`src/rtl/irqu_pkg.sv`:
```
package irqu_pkg;
  localparam int unsigned NUM_SRC = 3;
  localparam int unsigned REG_W   = 4;
  localparam int unsigned SEL_W   = 2;

  typedef enum logic [SEL_W-1:0] {
    SRC_EXT0 = 2'd0,
    SRC_TMR1 = 2'd1,
    SRC_TMR2 = 2'd2,
    SRC_NONE = 2'd3
  } src_e;

  // Register bit that enables a given source code.
  function automatic int unsigned en_pos(input int unsigned src);
    case (src)
      0:       return 0;
      1:       return 2;
      default: return 3;
    endcase
  endfunction
endpackage

```
`src/rtl/irqu_en_reg.sv`:
```
module irqu_en_reg #(
  parameter int unsigned W = 4
) (
  input  logic         clk,
  input  logic         rst_n,
  input  logic         standby_i,
  input  logic         wr_i,
  input  logic [W-1:0] wdata_i,
  output logic [W-1:0] q_o
);
  logic [W-1:0] q;

  always_ff @(posedge clk or negedge rst_n) begin
    if (!rst_n)         q <= '0;
    else if (standby_i) q <= '0;
    else if (wr_i)      q <= wdata_i;
  end

  assign q_o = q;
endmodule

```
`src/rtl/irqu_flag_bank.sv`:
```
module irqu_flag_bank #(
  parameter int unsigned N = 3
) (
  input  logic         clk,
  input  logic         rst_n,
  input  logic [N-1:0] set_i,
  input  logic [N-1:0] clr_i,
  output logic [N-1:0] q_o
);
  for (genvar g = 0; g < N; g++) begin : g_flag
    logic f;
    // a new event wins over a clear so that no request is lost
    always_ff @(posedge clk or negedge rst_n) begin
      if (!rst_n)        f <= 1'b0;
      else if (set_i[g]) f <= 1'b1;
      else if (clr_i[g]) f <= 1'b0;
    end
    assign q_o[g] = f;
  end
endmodule

```
`src/rtl/irqu_skip_eval.sv`:
```
module irqu_skip_eval #(
  parameter int unsigned N  = 3,
  parameter int unsigned SW = 2
) (
  input  logic          test_i,
  input  logic [SW-1:0] sel_i,
  input  logic [N-1:0]  flags_i,
  input  logic [N-1:0]  ena_i,
  output logic          skip_o,
  output logic [N-1:0]  clr_o
);
  always_comb begin
    clr_o = '0;
    for (int i = 0; i < N; i++) begin
      if (test_i && sel_i == SW'(i) && !ena_i[i] && flags_i[i]) clr_o[i] = 1'b1;
    end
    skip_o = |clr_o;
  end
endmodule

```
`src/rtl/irqu_prio_enc.sv`:
```
module irqu_prio_enc #(
  parameter int unsigned N  = 3,
  parameter int unsigned SW = 2
) (
  input  logic [N-1:0]  req_i,
  output logic          any_o,
  output logic [SW-1:0] idx_o
);
  always_comb begin
    any_o = |req_i;
    idx_o = '1;
    // scan downward so the lowest code is left in idx_o
    for (int i = N - 1; i >= 0; i--) begin
      if (req_i[i]) idx_o = SW'(i);
    end
  end
endmodule

```
`src/rtl/irq_skip_unit.sv`:
```
module irq_skip_unit
  import irqu_pkg::*;
(
  input  logic             clk,
  input  logic             rst_n,
  input  logic             standby_i,
  input  logic             acc_wr_i,
  input  logic [REG_W-1:0] acc_wdata_i,
  output logic [REG_W-1:0] acc_rdata_o,
  input  logic [NUM_SRC-1:0] ev_i,
  input  logic             skip_test_i,
  input  logic [SEL_W-1:0] skip_sel_i,
  output logic             skip_o,
  input  logic             gie_i,
  output logic             irq_o,
  output logic [SEL_W-1:0] irq_src_o,
  input  logic             irq_ack_i
);
  logic [REG_W-1:0]   en_q;
  logic [NUM_SRC-1:0] ena;
  logic [NUM_SRC-1:0] flag_q;
  logic [NUM_SRC-1:0] skip_clr;
  logic [NUM_SRC-1:0] ack_clr;
  logic [NUM_SRC-1:0] pend;

  irqu_en_reg #(.W(REG_W)) u_en (
    .clk(clk), .rst_n(rst_n), .standby_i(standby_i),
    .wr_i(acc_wr_i), .wdata_i(acc_wdata_i), .q_o(en_q)
  );

  for (genvar g = 0; g < NUM_SRC; g++) begin : g_ena
    assign ena[g]     = en_q[en_pos(g)];
    assign pend[g]    = flag_q[g] & ena[g] & gie_i;
    assign ack_clr[g] = irq_ack_i & irq_o & (irq_src_o == SEL_W'(g));
  end

  irqu_skip_eval #(.N(NUM_SRC), .SW(SEL_W)) u_skip (
    .test_i(skip_test_i), .sel_i(skip_sel_i), .flags_i(flag_q),
    .ena_i(ena), .skip_o(skip_o), .clr_o(skip_clr)
  );

  irqu_prio_enc #(.N(NUM_SRC), .SW(SEL_W)) u_prio (
    .req_i(pend), .any_o(irq_o), .idx_o(irq_src_o)
  );

  irqu_flag_bank #(.N(NUM_SRC)) u_flags (
    .clk(clk), .rst_n(rst_n), .set_i(ev_i),
    .clr_i(skip_clr | ack_clr), .q_o(flag_q)
  );

  assign acc_rdata_o = en_q;
endmodule

```
`config.mk`:
```
export PLATFORM = sky130hd
export DESIGN_NAME = irq_skip_unit
export DESIGN_NICKNAME = d
export VERILOG_FILES = /design/src/rtl/irqu_pkg.sv /design/src/rtl/irqu_en_reg.sv /design/src/rtl/irqu_flag_bank.sv /design/src/rtl/irqu_skip_eval.sv /design/src/rtl/irqu_prio_enc.sv /design/src/rtl/irq_skip_unit.sv
export SDC_FILE = /design/constraint.sdc
export NUM_CORES = 1
export LEC_CHECK = 0
export ABC_AREA = 1
export CORE_AREA = 4 4 41 43
export CTS_CLUSTER_SIZE = 28
export DETAILED_ROUTE_END_ITERATION = 16
export DIE_AREA = 0 0 45 47
export HOLD_SLACK_MARGIN = 0.06
export PLACE_DENSITY = 0.68
export SYNTH_ARGS = -nofsm -noshare
export SYNTH_HDL_FRONTEND = slang
export SYNTH_SLANG_ARGS = --single-unit
```
`constraint.sdc`:
```
create_clock -name clk -period 2.8 [get_ports clk]
set_clock_uncertainty 0.1 [all_clocks]
set_input_delay 0.42 -clock clk [delete_from_list [all_inputs] [get_ports clk]]
set_output_delay 0.42 -clock clk [all_outputs]
set_load 0.03 [all_outputs]
```
Yosys cells after proc, flatten, opt, wreduce, memory -nomap -nowiden
Index checks and enable logic that the tools add are counted.
- $add $sub $neg: 0
- $mul: 0
- div/mod/pow operators: 0
- order comparisons: 0
- equal/unequal tests: 4
- shift operators: 0
- muxes and demuxes: 14
- bitwise gates (word level): 11
- reduce and logical (&&, ||, !) cells: 20
- operator list (kind ; count):
    $and 1x1->1 ; 10
    $mux 1 ; 10
    $logic_and 1x1->1 ; 9
    $mux 4 ; 2
    $reduce_bool 2->1 ; 4
    $reduce_or 3->1 ; 2
    $eq 2x1->1 const B ; 2
    $eq 2x2->1 const B ; 2
    $logic_not 2->1 ; 2
    $mux 2 ; 2
    $logic_not 1->1 ; 3
    $or 3x3->3 ; 1
- register bits after elaboration: 7
- latch bits: 0
- memory bits (writable): 0
- ROM bits: 0
- bits of input ports: 16
- word-level logic and storage cells: 53
- memories kept: 0

Logic depth before layout (Yosys ltp)
- depth after elaboration: 10
- mapped depth: 6

Cells and area by module
Synthesis repeated with hierarchy kept, for this count alone.
- cell total of the unflattened synthesis: 83
- area total of the unflattened synthesis: 493.0 um2
- modules (own cells, without submodules) (module ; times used ; cells each ; area each (um2) ; sequential area each (um2)):
    irqu_en_reg ; 1 ; 18 ; 160.2 ; 100.1
    irqu_flag_bank ; 1 ; 18 ; 142.6 ; 75.1
    irq_skip_unit ; 1 ; 23 ; 86.3 ; 0.0
    irqu_skip_eval ; 1 ; 19 ; 77.6 ; 0.0
    irqu_prio_enc ; 1 ; 5 ; 26.3 ; 0.0

Least setup slack after synthesis
OpenSTA, ideal clock, no wires.
- kind: flip-flop to output port
- start: register u_en.q[0] (netlist: u_en.q_o[0])
- end: output port irq_o
- arrival: 1.241 ns
- slack: 1.039 ns
- cell stages (with the launch flop): 5
- path through: dfrtp_1 > nand3_1 > o21ai_0 > inv_1 > nand2_1
- word-level cells in the longest chain between the ends: 3
- ends and longest elaborated chain (element ; line ; RTL):
    from (decl) ; irqu_en_reg.sv:11 ; logic [W-1:0] q;
    from (signal assigned) ; irqu_en_reg.sv:16 ; else if (wr_i) q <= wdata_i;
    $and 1x1->1 (2 in a row) ; irq_skip_unit.sv:33 ; assign pend[g] = flag_q[g] & ena[g] & gie_i;
    $reduce_or 3->1 ; irqu_prio_enc.sv:10 ; any_o = |req_i;
    to (decl) ; irq_skip_unit.sv:15 ; output logic irq_o,
Every way passes these cells.

Worst setup path in the final report
- start: input port gie_i
- end: output port irq_o
- word-level cells in the longest chain between the ends: 2
- ends and longest elaborated chain (element ; line ; RTL):
    from (decl) ; irq_skip_unit.sv:14 ; input logic gie_i,
    $and 1x1->1 ; irq_skip_unit.sv:33 ;
    $reduce_or 3->1 * ; irqu_prio_enc.sv:10 ;
Every way passes the cells marked *; elsewhere a longest branch is shown, timed or not.

==> results_dict.tcl <==
set metrics [dict create \
    post-place-ws_ps 241 \
    cts_buffers 3 \
    tightestPinTransition_ps 318 \
    track_usage_pct 10.2 \
    grt_pass1_wl_um 1530 \
    avgRoutedWirePerCell_um 9.75 \
    layout-drive-gt1-share_pct 3.45 \
    firstDrtPassIters 3 \
    wl_um 995 \
    ir_drop_mv 0.210 \
    cts_hold_buf 0 \
    hold_violations 0 \
    htree_levels 1 \
    clk_path_buf_depth 2 \
    drtIter0Drc 5 \
    arrival_ps 2020 \
    crit_path_frequent_cell "clkdlybuf4s50_1" \
    combinationalPowerShare_pct 29.2 \
    yosysSeqAreaShare_pct 42.7 \
    worst-endpoint-required_ps 2280 \
    reg2regPathDepth 5 \
    setup_tns_ps 0 \
    die_x_um 45 \
    worstSetupEndpointType "primary output" \
    final_net_count 104 \
    sequentialPowerShare_pct 39.7 \
    insertion_delay_ps 240 \
    rsz0062_at_grt "no" \
    cts.clk_slew.worst_paths_ps 50 \
    io_pins 24 \
    drc 0 \
    r2r_slack_ps 1770 \
    cts.sinks 7 \
    power.density_mw_per_mm2 414 \
    setup_viol 0 \
    antenna-diode-count 0 \
    r2r_start "u_en.q_o[3]" \
    port_buffers 23 \
    num_rows 13 \
    finalCritPeriodShare_pct 90.8 \
    ys_seq_elements 7 \
    status "completed" \
    worstSetupPathType "primary input to primary output" \
    ant_nets 0 \
    p_switching_mw 0.0805 \
    seqCellArea_um2 175 \
    setup_ws_ps 258 \
    grt_antenna_before_repair 0 \
    synth_area_um2 410 \
    cts_root_buffer "clkbuf_4" \
    post_cts.repair.setup_buffers 0 \
    p_int_mw 0.203 \
    start_util_pct 31.5 \
    dieArea_mm2 0.00212 \
    p_leak_nw 0.345 \
    cts_resized 0 \
    worstSetupStartpointType "primary input" \
    clkPwrFrac_pct 31.1 \
    cts_tree "yes" \
    grt_pass1_vias 408 \
    maxSlewViolCount 0 \
    multi_input_area_um2 175 \
    via_count 457 \
    dp_hpwl_um 861 \
    relSlewSlack_pct 78.7 \
    yosysWarnings 0 \
    cp_cell_sequence "clkdlybuf4s50_1 > nand3_1 > o21ai_0 > inv_1 > nand2_1 > clkdlybuf4s50_1" \
    hold_class "primary input to asynchronous set/reset pin" \
    syn_area_per_cell_um2 6.84 \
    die_h_um 47 \
    yosys.cell_types.count 11 \
    period_minus_slack_ps 2540 \
    cap_violations 0 \
    slowest_delay_ps 670 \
    crit_path_top_delay_cell "clkdlybuf4s50_1" \
    synth_nets 76 \
    r2r_end "u_flags.g_flag[2].f" \
    grt_max_degree 8 \
    fmax_ghz 0.393 \
    syn-instance-count 60 \
    gp_congestion 0.795 \
    p_sw_share_pct 28.4 \
    core_area_mm2 0.00130 \
    path_max_fanout 4 \
    overflow 0 \
    nFillCells 145 \
    via_per_inst 4.48 \
    syn_to_final_growth_pct 67.1 \
]
[cells in the mapped netlist]
cell	count	area share, %
inv_1	16	15
nand2_1	10	9.1
nand3_1	10	12
dfrtp_1	7	43
nor2_1	6	5.5
o21ai_0	5	6.1
nand4_1	2	3.0
a21boi_0	1	1.8
a31oi_1	1	1.5
nand3b_1	1	1.8
or2_1	1	1.5
[worst max-delay path by stage]
stage | startpoint | slack, ps | end | cells after the start
floorplan | u_en.q_o[0] | 1040 | irq_o | 4
global placement | gie_i | 250 | irq_o | 6
detailed placement | gie_i | 240 | irq_o | 6
CTS | gie_i | 240 | irq_o | 6
global route | gie_i | 170 | irq_o | 6
finish | gie_i | 260 | irq_o | 6
[layer usage]
layer	track usage, %	share of wire, %	up-vias
li1	-	-	245
met1	11.2	43	194
met2	16.9	48	18
met3	4.21	8.9	0
met4	5.26	0	0
met5	0	0	-
[area by class of cell]
cell class | instances | area share [%]
repair buffers | 23 | 33.6
flip-flops and latches | 7 | 25.5
multi-input cells | 37 | 25.5
inverters | 16 | 8.76
clock buffers | 4 | 3.83
well taps | 15 | 2.74
[worst max-delay path, delay by kind of cell]
kind / cells / cell delay, ps
AOI/OAI and AO/OA: 1 / 110
and+or+nand+nor: 2 / 210
buffers and inverters: 3 / 1270
[power groups by stage]
stage	Clock, mW	Combinational, mW	Sequential, mW
3_5_place_dp	0	0.0838	0.114
2_1_floorplan	0	0.0312	0.120
5_1_grt	0.0985	0.0901	0.114
3_3_place_gp	0	0.0835	0.114
6_report	0.0881	0.0829	0.113
4_1_cts	0.0937	0.0839	0.113
[state kept, by name (all words and copies together) (netlist names)]
name and count:
u_en.q_o 4, u_flags.g_flag.f 3
[logic make-up after synthesis]
family	share of synthesized area, %
AO/OA/AOI/OAI	9.45
AND/OR/NAND/NOR	33.2
flip-flops	42.7
buffers and inverters	14.6
[cells in the final DEF (no fill, tap or decap)]
cell type	count
nand3b_1	1
clkdlybuf4s50_1	23
clkbuf_4	3
nand4_1	2
inv_1	16
a21boi_0	1
nor2_1	6
o21ai_0	5
a31oi_1	1
nand2_1	10
dfrtp_1	7
nand3_1	10
or2_1	1
clkbuf_1	1
[through the flow]
step	std cells	hold slack, ps	total power, mW	cell area [um2]	utilization (%)
after floorplan	60	24.4	0.151	410	-
after global placement	98	430	0.198	659	50.7
after CTS	102	330	0.290	686	52.7
after detailed placement	98	433	0.198	659	50.7
after global routing	102	350	0.302	686	52.7
final	102	332	0.284	686	52.7
Power figures use the tool's default switching activity.
